## src/rtl/pwm_bank_pkg.sv

```systemverilog
package pwm_bank_pkg;
   // Width of an index over n items, never less than one bit.
   function automatic int unsigned idx_bits(input int unsigned n);
      return (n > 1) ? $clog2(n) : 1;
   endfunction
endpackage

```

## src/rtl/pwm_period_ctr.sv

```systemverilog
module pwm_period_ctr #(
   parameter int unsigned W = 16
) (
   input  logic         clk,
   input  logic         rst_n,
   output logic [W-1:0] cnt_o,
   output logic         wrap_o
);
   localparam logic [W-1:0] LAST = {W{1'b1}};

   always_ff @(posedge clk or negedge rst_n) begin
      if (!rst_n) cnt_o <= '0;
      else        cnt_o <= cnt_o + 1'b1;
   end

   // High during the final cycle; the following edge starts a new period.
   assign wrap_o = (cnt_o == LAST);

   assert_step_R1: assert property (@(posedge clk) disable iff (!rst_n)
      1'b1 |=> cnt_o == $past(cnt_o) + 1'b1);
endmodule

```

## src/rtl/pwm_duty_fetch.sv

```systemverilog
module pwm_duty_fetch #(
   parameter int unsigned CH = 63,
   parameter int unsigned W  = 16,
   parameter int unsigned AW = 6
) (
   input  logic                 clk,
   input  logic                 rst_n,
   input  logic [W-1:0]         cnt_i,
   output logic [AW-1:0]        ram_addr_o,
   input  logic [W-1:0]         ram_data_i,
   output logic [CH-1:0][W-1:0] stage_o
);
   localparam logic [W-1:0] CH_W = W'(CH);

   logic          in_window;
   logic          pend_vld;
   logic [AW-1:0] pend_idx;

   assign in_window  = (cnt_i < CH_W);
   assign ram_addr_o = in_window ? cnt_i[AW-1:0] : '0;

   // The address goes out this cycle; its word arrives next cycle and is
   // written to the staging slot remembered in pend_idx.
   always_ff @(posedge clk or negedge rst_n) begin
      if (!rst_n) begin
         pend_vld <= 1'b0;
         pend_idx <= '0;
      end else begin
         pend_vld <= in_window;
         pend_idx <= ram_addr_o;
      end
   end

   for (genvar g = 0; g < CH; g++) begin : g_stage
      always_ff @(posedge clk or negedge rst_n) begin
         if (!rst_n)
            stage_o[g] <= '0;
         else if (pend_vld && (pend_idx == AW'(g)))
            stage_o[g] <= ram_data_i;
      end
   end

   assert_addr_range_R3: assert property (@(posedge clk) disable iff (!rst_n)
      ram_addr_o < AW'(CH));
   assert_fetch_window_R4: assert property (@(posedge clk) disable iff (!rst_n)
      pend_vld |-> (cnt_i >= W'(1)) && (cnt_i <= CH_W));
endmodule

```

## src/rtl/pwm_lane.sv

```systemverilog
module pwm_lane #(
   parameter int unsigned W = 16
) (
   input  logic         clk,
   input  logic         rst_n,
   input  logic [W-1:0] cnt_i,
   input  logic         load_i,
   input  logic [W-1:0] duty_i,
   output logic         pwm_o
);
   localparam logic [W-1:0] LAST = {W{1'b1}};

   logic [W-1:0] act_q;

   always_ff @(posedge clk or negedge rst_n) begin
      if (!rst_n)      act_q <= '0;
      else if (load_i) act_q <= duty_i;
   end

   assign pwm_o = (cnt_i < act_q);

   assert_hold_R5: assert property (@(posedge clk) disable iff (!rst_n)
      (cnt_i != LAST) |=> $stable(act_q));
   assert_rise_R2: assert property (@(posedge clk) disable iff (!rst_n)
      $rose(pwm_o) |-> (cnt_i == '0));
   assert_last_low_R2: assert property (@(posedge clk) disable iff (!rst_n)
      (cnt_i == LAST) |-> !pwm_o);
endmodule

```

## src/rtl/pwm_ram_bank.sv

```systemverilog
module pwm_ram_bank
   import pwm_bank_pkg::*;
#(
   parameter int unsigned CHANNELS = 63,
   parameter int unsigned DUTY_W   = 16,
   localparam int unsigned ADDR_W  = idx_bits(CHANNELS)
) (
   input  logic                clk,
   input  logic                rst_n,
   output logic [ADDR_W-1:0]   ram_addr,
   input  logic [DUTY_W-1:0]   ram_data,
   output logic [CHANNELS-1:0] pwm_out
);
   localparam longint unsigned PERIOD = 64'd1 << DUTY_W;

   initial begin
      assert (CHANNELS >= 1)
         else $error("pwm_ram_bank: CHANNELS must be at least 1");
      assert (DUTY_W >= 2 && DUTY_W <= 32)
         else $error("pwm_ram_bank: DUTY_W out of range");
      assert (longint'(CHANNELS) + 1 < PERIOD)
         else $error("pwm_ram_bank: fetch window must fit inside a period");
   end

   logic [DUTY_W-1:0]               cnt;
   logic                            wrap;
   logic [CHANNELS-1:0][DUTY_W-1:0] stage;

   pwm_period_ctr #(.W(DUTY_W)) u_ctr (
      .clk    (clk),
      .rst_n  (rst_n),
      .cnt_o  (cnt),
      .wrap_o (wrap)
   );

   pwm_duty_fetch #(.CH(CHANNELS), .W(DUTY_W), .AW(ADDR_W)) u_fetch (
      .clk        (clk),
      .rst_n      (rst_n),
      .cnt_i      (cnt),
      .ram_addr_o (ram_addr),
      .ram_data_i (ram_data),
      .stage_o    (stage)
   );

   for (genvar g = 0; g < CHANNELS; g++) begin : g_lane
      pwm_lane #(.W(DUTY_W)) u_lane (
         .clk    (clk),
         .rst_n  (rst_n),
         .cnt_i  (cnt),
         .load_i (wrap),
         .duty_i (stage[g]),
         .pwm_o  (pwm_out[g])
      );
   end

   assert_reset_low_R7: assert property (@(posedge clk)
      !rst_n |-> (pwm_out == '0) && (ram_addr == '0));
endmodule

```

## config.mk

```make
export PLATFORM = sky130hd
export DESIGN_NAME = pwm_ram_bank
export DESIGN_NICKNAME = d
export VERILOG_FILES = /design/src/rtl/pwm_bank_pkg.sv /design/src/rtl/pwm_period_ctr.sv /design/src/rtl/pwm_duty_fetch.sv /design/src/rtl/pwm_lane.sv /design/src/rtl/pwm_ram_bank.sv
export SDC_FILE = /design/constraint.sdc
export NUM_CORES = 2
export LEC_CHECK = 0
export BUFFER_PORTS_ARGS = -buffer_cell sky130_fd_sc_hd__buf_4
export CORE_UTILIZATION = 40
export DETAILED_ROUTE_END_ITERATION = 7
export PLACE_DENSITY = 0.65
export SETUP_SLACK_MARGIN = 0.5
export SLEW_MARGIN = 20
export SYNTH_ARGS = -nofsm -noshare
export SYNTH_HDL_FRONTEND = slang
export SYNTH_SLANG_ARGS = --single-unit
```

## constraint.sdc

```tcl
create_clock -name clk -period 8.3 [get_ports clk]
set_clock_uncertainty 0.15 [all_clocks]
set_input_delay 0.83 -clock clk [delete_from_list [all_inputs] [get_ports clk]]
set_output_delay 0.83 -clock clk [all_outputs]
set_load 0.01 [all_outputs]
```

### Word-level counts from Yosys, hierarchy flattened

Cells that the tools add are included.

| operators by class | value |
|---|---|
| reduce and logical (&&, ||, !) cells | 64 |
| equality and inequality tests | 63 |
| magnitude comparators | 64 |
| $add $sub $neg | 1 |
| muxes and demuxes | 1 |

Operators by type and width:

| operator | number |
|---|---|
| 16-bit less-than comparator | 63 |
| 6-bit equality test (second input constant) | 31 |
| 6-bit by 5-bit equality test with 1-bit output (second input constant) | 16 |
| 1-bit logical AND | 63 |
| 6-bit by 4-bit equality test with 1-bit output (second input constant) | 8 |
| 6-bit by 3-bit equality test with 1-bit output (second input constant) | 4 |
| 16-bit by 1-bit adder with 16-bit output (second input constant) | 1 |
| 16-bit equality test (second input constant) | 1 |
| 16-bit by 6-bit less-than comparator with 1-bit output (second input constant) | 1 |
| 6-bit by 2-bit equality test with 1-bit output (second input constant) | 2 |
| 6-bit by 1-bit equality test with 1-bit output (second input constant) | 1 |
| 6-bit zero test | 1 |
| 6-bit two-way mux | 1 |

| word-level totals | value |
|---|---|
| output and inout port bits | 69 |
| register bits | 2,039 |
| bits of input ports | 18 |
| logic and storage cells | 322 |

### Longest topological paths before layout

| depth | value |
|---|---|
| depth after elaboration | 2 |
| mapped depth | 8 |
| gate-level depth less buffers | 6 |

### By module

A second synthesis with hierarchy kept.

| unflattened totals | value |
|---|---|
| cells, all modules | 8,796 |
| area total of the unflattened synthesis | 97,922.7 um^2 |

By module, submodules not included:

| module | cells each | area each (um^2) | instances | sequential area each (um^2) |
|---|---|---|---|---|
| pwm_lane at g_lane[0].u_lane ... | 102 | 929.6 | 62 | 400.4 |
| pwm_duty_fetch | 2,314 | 38,678.3 | 1 | 25,399.4 |
| pwm_lane at g_lane[44].u_lane | 102 | 930.9 | 1 | 400.4 |
| pwm_period_ctr | 56 | 675.6 | 1 | 400.4 |

### Worst setup path before layout

Ideal clock, no wire load.

| timing | value |
|---|---|
| path kind | reg2out |
| start point | register u_ctr.cnt_o[13] |
| end point | output port pwm_out[27] |
| setup slack | 4,480 ps |
| stages on the path, launching flop included | 7 |
| data required time | 7,320 ps |
| arrival | 2,840 ps |
| buffers on the path | 1 |
| cell sequence | dfrtp_1 -> ha_1 -> a21o_1 -> a21o_1 -> a221o_1 -> a21oi_1 -> buf_4 |

| on the way | value |
|---|---|
| longest elaborated chain between the ends | 1 |

RTL lines:

| what | line | source |
|---|---|---|
| start: declaration | pwm_period_ctr.sv:6 | `output logic [W-1:0] cnt_o,` |
| start signal: assignment | pwm_period_ctr.sv:13 | `else cnt_o <= cnt_o + 1'b1;` |
| 16-bit less-than comparator | pwm_lane.sv:20 | `assign pwm_o = (cnt_i < act_q);` |
| end: declaration | pwm_ram_bank.sv:12 | `output logic [CHANNELS-1:0] pwm_out` |

No other way between the ends.

### Worst setup path in the final report

| timing | value |
|---|---|
| start point | register u_ctr.cnt_o[2] |
| end point | output port pwm_out[18] |

Same word-level chain as after synthesis.

==> flow_summary.yaml <==
setup_path:
  crit_type: "flip-flop to output port"
  r2r_cells: 7
  crit_top_cell: "buf_4"
  r2r_end: "g_lane[41].u_lane.act_q[7]"
  crit_chain: "buf_4 > ha_1 > o21a_1 > nor2_1 > o311ai_0 > a21oi_1 > buf_4"
  slowest_stage: "dfrtp_4"
  slowest_delay_ns: 1.05
  cp_num_cells: 7
  rrSetupSlack_ns: 3.83
  crit_end: "pwm_out[18]"
  path_delay_family: "compound AO/OA/AOI/OAI gates"
  worst_setup_path_start_kind: "flip-flop"
  cp-startpoint: "u_ctr.cnt_o[2]"
  r2r-start: "u_ctr.cnt_o[5]"
  worst-path-buf-inv: 2
  crit_arrival_ns: 4.83
  endpoint_kind: "output port"
  cp_max_fo: 39
  crit_required_ns: 7.32
power:
  peakVddDrop_uv: 225
  p_leak_nw: 53.5
  cellPowerDensity_nw_per_um2: 188
global_route:
  grt_max_degree: 174
  overflow: 0
  grt_pass1_wl_um: 380000
  grt_pass1_vias: 63800
  grtUsageTotal: 0.192
  antenna_found_initial: 18
sta:
  rsz0062_at_grt: "no"
  fin_crit_ns: 5.81
  hold_viol: 0
  clock.fmax_mhz: 172
  relSlewSlack: 0.235
  drv_slew: 0
  fin_setup_tns_ns: 0
  setup_viol: 0
  whs_ns: 0.326
  period_share: 0.700
  fin_ws_ns: 2.49
  worst-slew-pin-transition_ns: 1.15
synth:
  synth_cell_types: 36
  synth_mux_area_frac: 0.233
  syn-num-nets: 8805
  synthArstFlopShare: 1.00
  synth-edff-count: 0
  synthesis.area_um2: 101000
  synth.top_cell.area_share: 0.506
  synth.area.top_cells: "dfrtp_1, mux2_2, ha_1, inv_1, mux2_4"
  ys_seq_elements: 2039
  synth_simple_gate_area_frac: 0.0320
  syn_inst: 7841
  synthTopCellsByCount: "dfrtp_1, mux2_2, inv_1"
  synth.avg_cell_area_um2: 12.9
  synthFlopType: "dfrtp_1"
  synth_top_cell_by_area: "dfrtp_1"
  synth_compound_area_frac: 0.0516
  synth.most_common_cell: "dfrtp_1"
  synth-adder-area-share: 0.117
  synth_xor_area_frac: 0.00122
  ys_warn_count: 0
  seq_area_frac_synth: 0.506
  synth_top_family_by_area: "multiplexers"
final_layout:
  area_growth_syn_to_layout_pct: 11.3
  drive_above_1_share: 0.321
  nets: 8816
  fillCellCount: 22500
  design_area_um2: 112000
clock_tree:
  clockBufferDepth: 3
  cts_made_buffers: 211
  worstSkewPairLatency_ns: 0.87
  cts_tree: "built"
  clk_pin_slew_ns: 0.07
  htree_num_levels: 4
  cts_root_buf: "clkbuf_16"
  clock_sinks: 2039
  cts_setup_buffers: 0
placed_design:
  place_ws_ns: 3.44
  placed_area_um2: 105000
  gp_congestion: 0.788
  port_buffers: 86
  dp_hpwl_um: 143000
detailed_routing:
  routed_wl_um: 242000
  vias: 59900
  drtIter0Drc: 3795
  drtAntennaViolNets: 0
  drc: 0
  drt-wirelength-per-cell_um: 21.3
  drtPass1Iterations: 6
  vias_per_cell: 5.27
die:
  core-area_um2: 250000
  fp.dieH_um: 504
  die_width_um: 504
  initial_core_util: 0.404
  rows: 183
  die_area_um2: 254000
  io_pins: 87
hold_path:
  min_path_type: "flip-flop to flip-flop"
  holdPathStages: 1
flow_run:
  cap_violations: 0
status:
  status: "completed"
## worst min path at each step
| stage | slack, ns | start | end |
|---|---|---|---|
| 2_1_floorplan | 0.32 | u_fetch.stage_o[911] | g_lane[56].u_lane.act_q[15] |
| 3_3_place_gp | 0.33 | u_fetch.stage_o[552] | g_lane[34].u_lane.act_q[8] |
| 3_5_place_dp | 0.34 | u_fetch.stage_o[82] | g_lane[5].u_lane.act_q[2] |
| 4_1_cts | 0.29 | ram_data[6] | u_fetch.stage_o[582] |
| 5_1_grt | 0.31 | ram_data[5] | u_fetch.stage_o[677] |
| 6_report | 0.33 | u_fetch.stage_o[657] | g_lane[41].u_lane.act_q[1] |
## final cells by class
| cell class | instances | area (µm²) | area share |
|---|---|---|---|
| multi-input combinational | 4361 | 43900 | 0.391 |
| timing repair buffer | 167 | 1470 | 0.0131 |
| clock inverter | 97 | 1420 | 0.0127 |
| inverter | 1072 | 4020 | 0.0359 |
| tap | 3330 | 4170 | 0.0371 |
| sequential | 2039 | 51100 | 0.455 |
| clock buffer | 299 | 6130 | 0.0546 |
| antenna | 8 | 20.0 | 0.000178 |
## cell families (layout without fill, tap and decap cells)
kind of cell / count (synthesis) / after routing
AOI/OAI and AO/OA: 756 / 756
xor gates and xnor gates: 14 / 14
adders and majority gates: 946 / 946
buffers and inverters: 1441 / 1635
DFF: 2039 / 2039
muxes: 2016 / 2016
other: 0 / 8
and+or+nand+nor: 629 / 629
## metal layers
layer  vias up  wire length [µm]  GRT usage
met5         -                13          0
met4         2              5780     0.0497
met3       378             10900     0.0292
met2       962            116000      0.321
met1     31300            110000      0.259
li1      27200                 -          -
## state kept, by name, summed over array words and instances, names as in the netlist
register             count
u_fetch.pend_idx         6
u_fetch.stage_o       1008
u_ctr.cnt_o             16
g_lane.u_lane.act_q   1008
u_fetch.pend_vld         1
## report_power, final
group / internal [mW] / total (mW) / switching [mW]
clock network: 5.99 / 10.2 / 4.17
logic: 0.195 / 0.611 / 0.415
registers: 10.2 / 10.3 / 0.109
## layout by cell type (no fill, tap or decap), types with 65 or more instances in the layout
master,Yosys,final
ha_1,946,946
nor3_1,70,65
nand2_1,176,176
inv_1,1072,1072
dfrtp_1,2039,2023
buf_4,63,148
nand2b_1,67,67
nand4_1,129,129
mux2_2,1816,1816
mux2_4,200,200
a21oi_1,189,189
a21o_1,189,189
o21ai_0,126,126
and3_1,69,69
nor2_1,73,73
clkbuf_16,0,212
## stage by stage
| step | power [mW] | util | cells |
|---|---|---|---|
| finish | 21.1 | 0.450 | 11400 |
| global route | 21.8 | 0.450 | 11400 |
| floorplan | 10.7 | - | 7841 |
| global placement | 11.1 | 0.419 | 11000 |
| detailed placement | 11.1 | 0.419 | 11000 |
| CTS | 21.3 | 0.449 | 11400 |
## worst reg2reg max path, stage by stage, from the launching register on
cell     delay, ns
dfrtp_4       0.81
buf_4         0.51
and3_1        0.34
and4_1        0.27
nand4_1       0.18
buf_4         0.62
buf_12        0.79
mux2_2        0.63
## timing repair
| action | in CTS | in global routing |
|---|---|---|
| endpoints found under the setup margin | 0 | 0 |
| hold buffers | 1 | 0 |
| endpoints found under the hold margin | 112 | 0 |
| resized for setup | 0 | 0 |
Note: power is estimated with default switching activity, not from simulation.
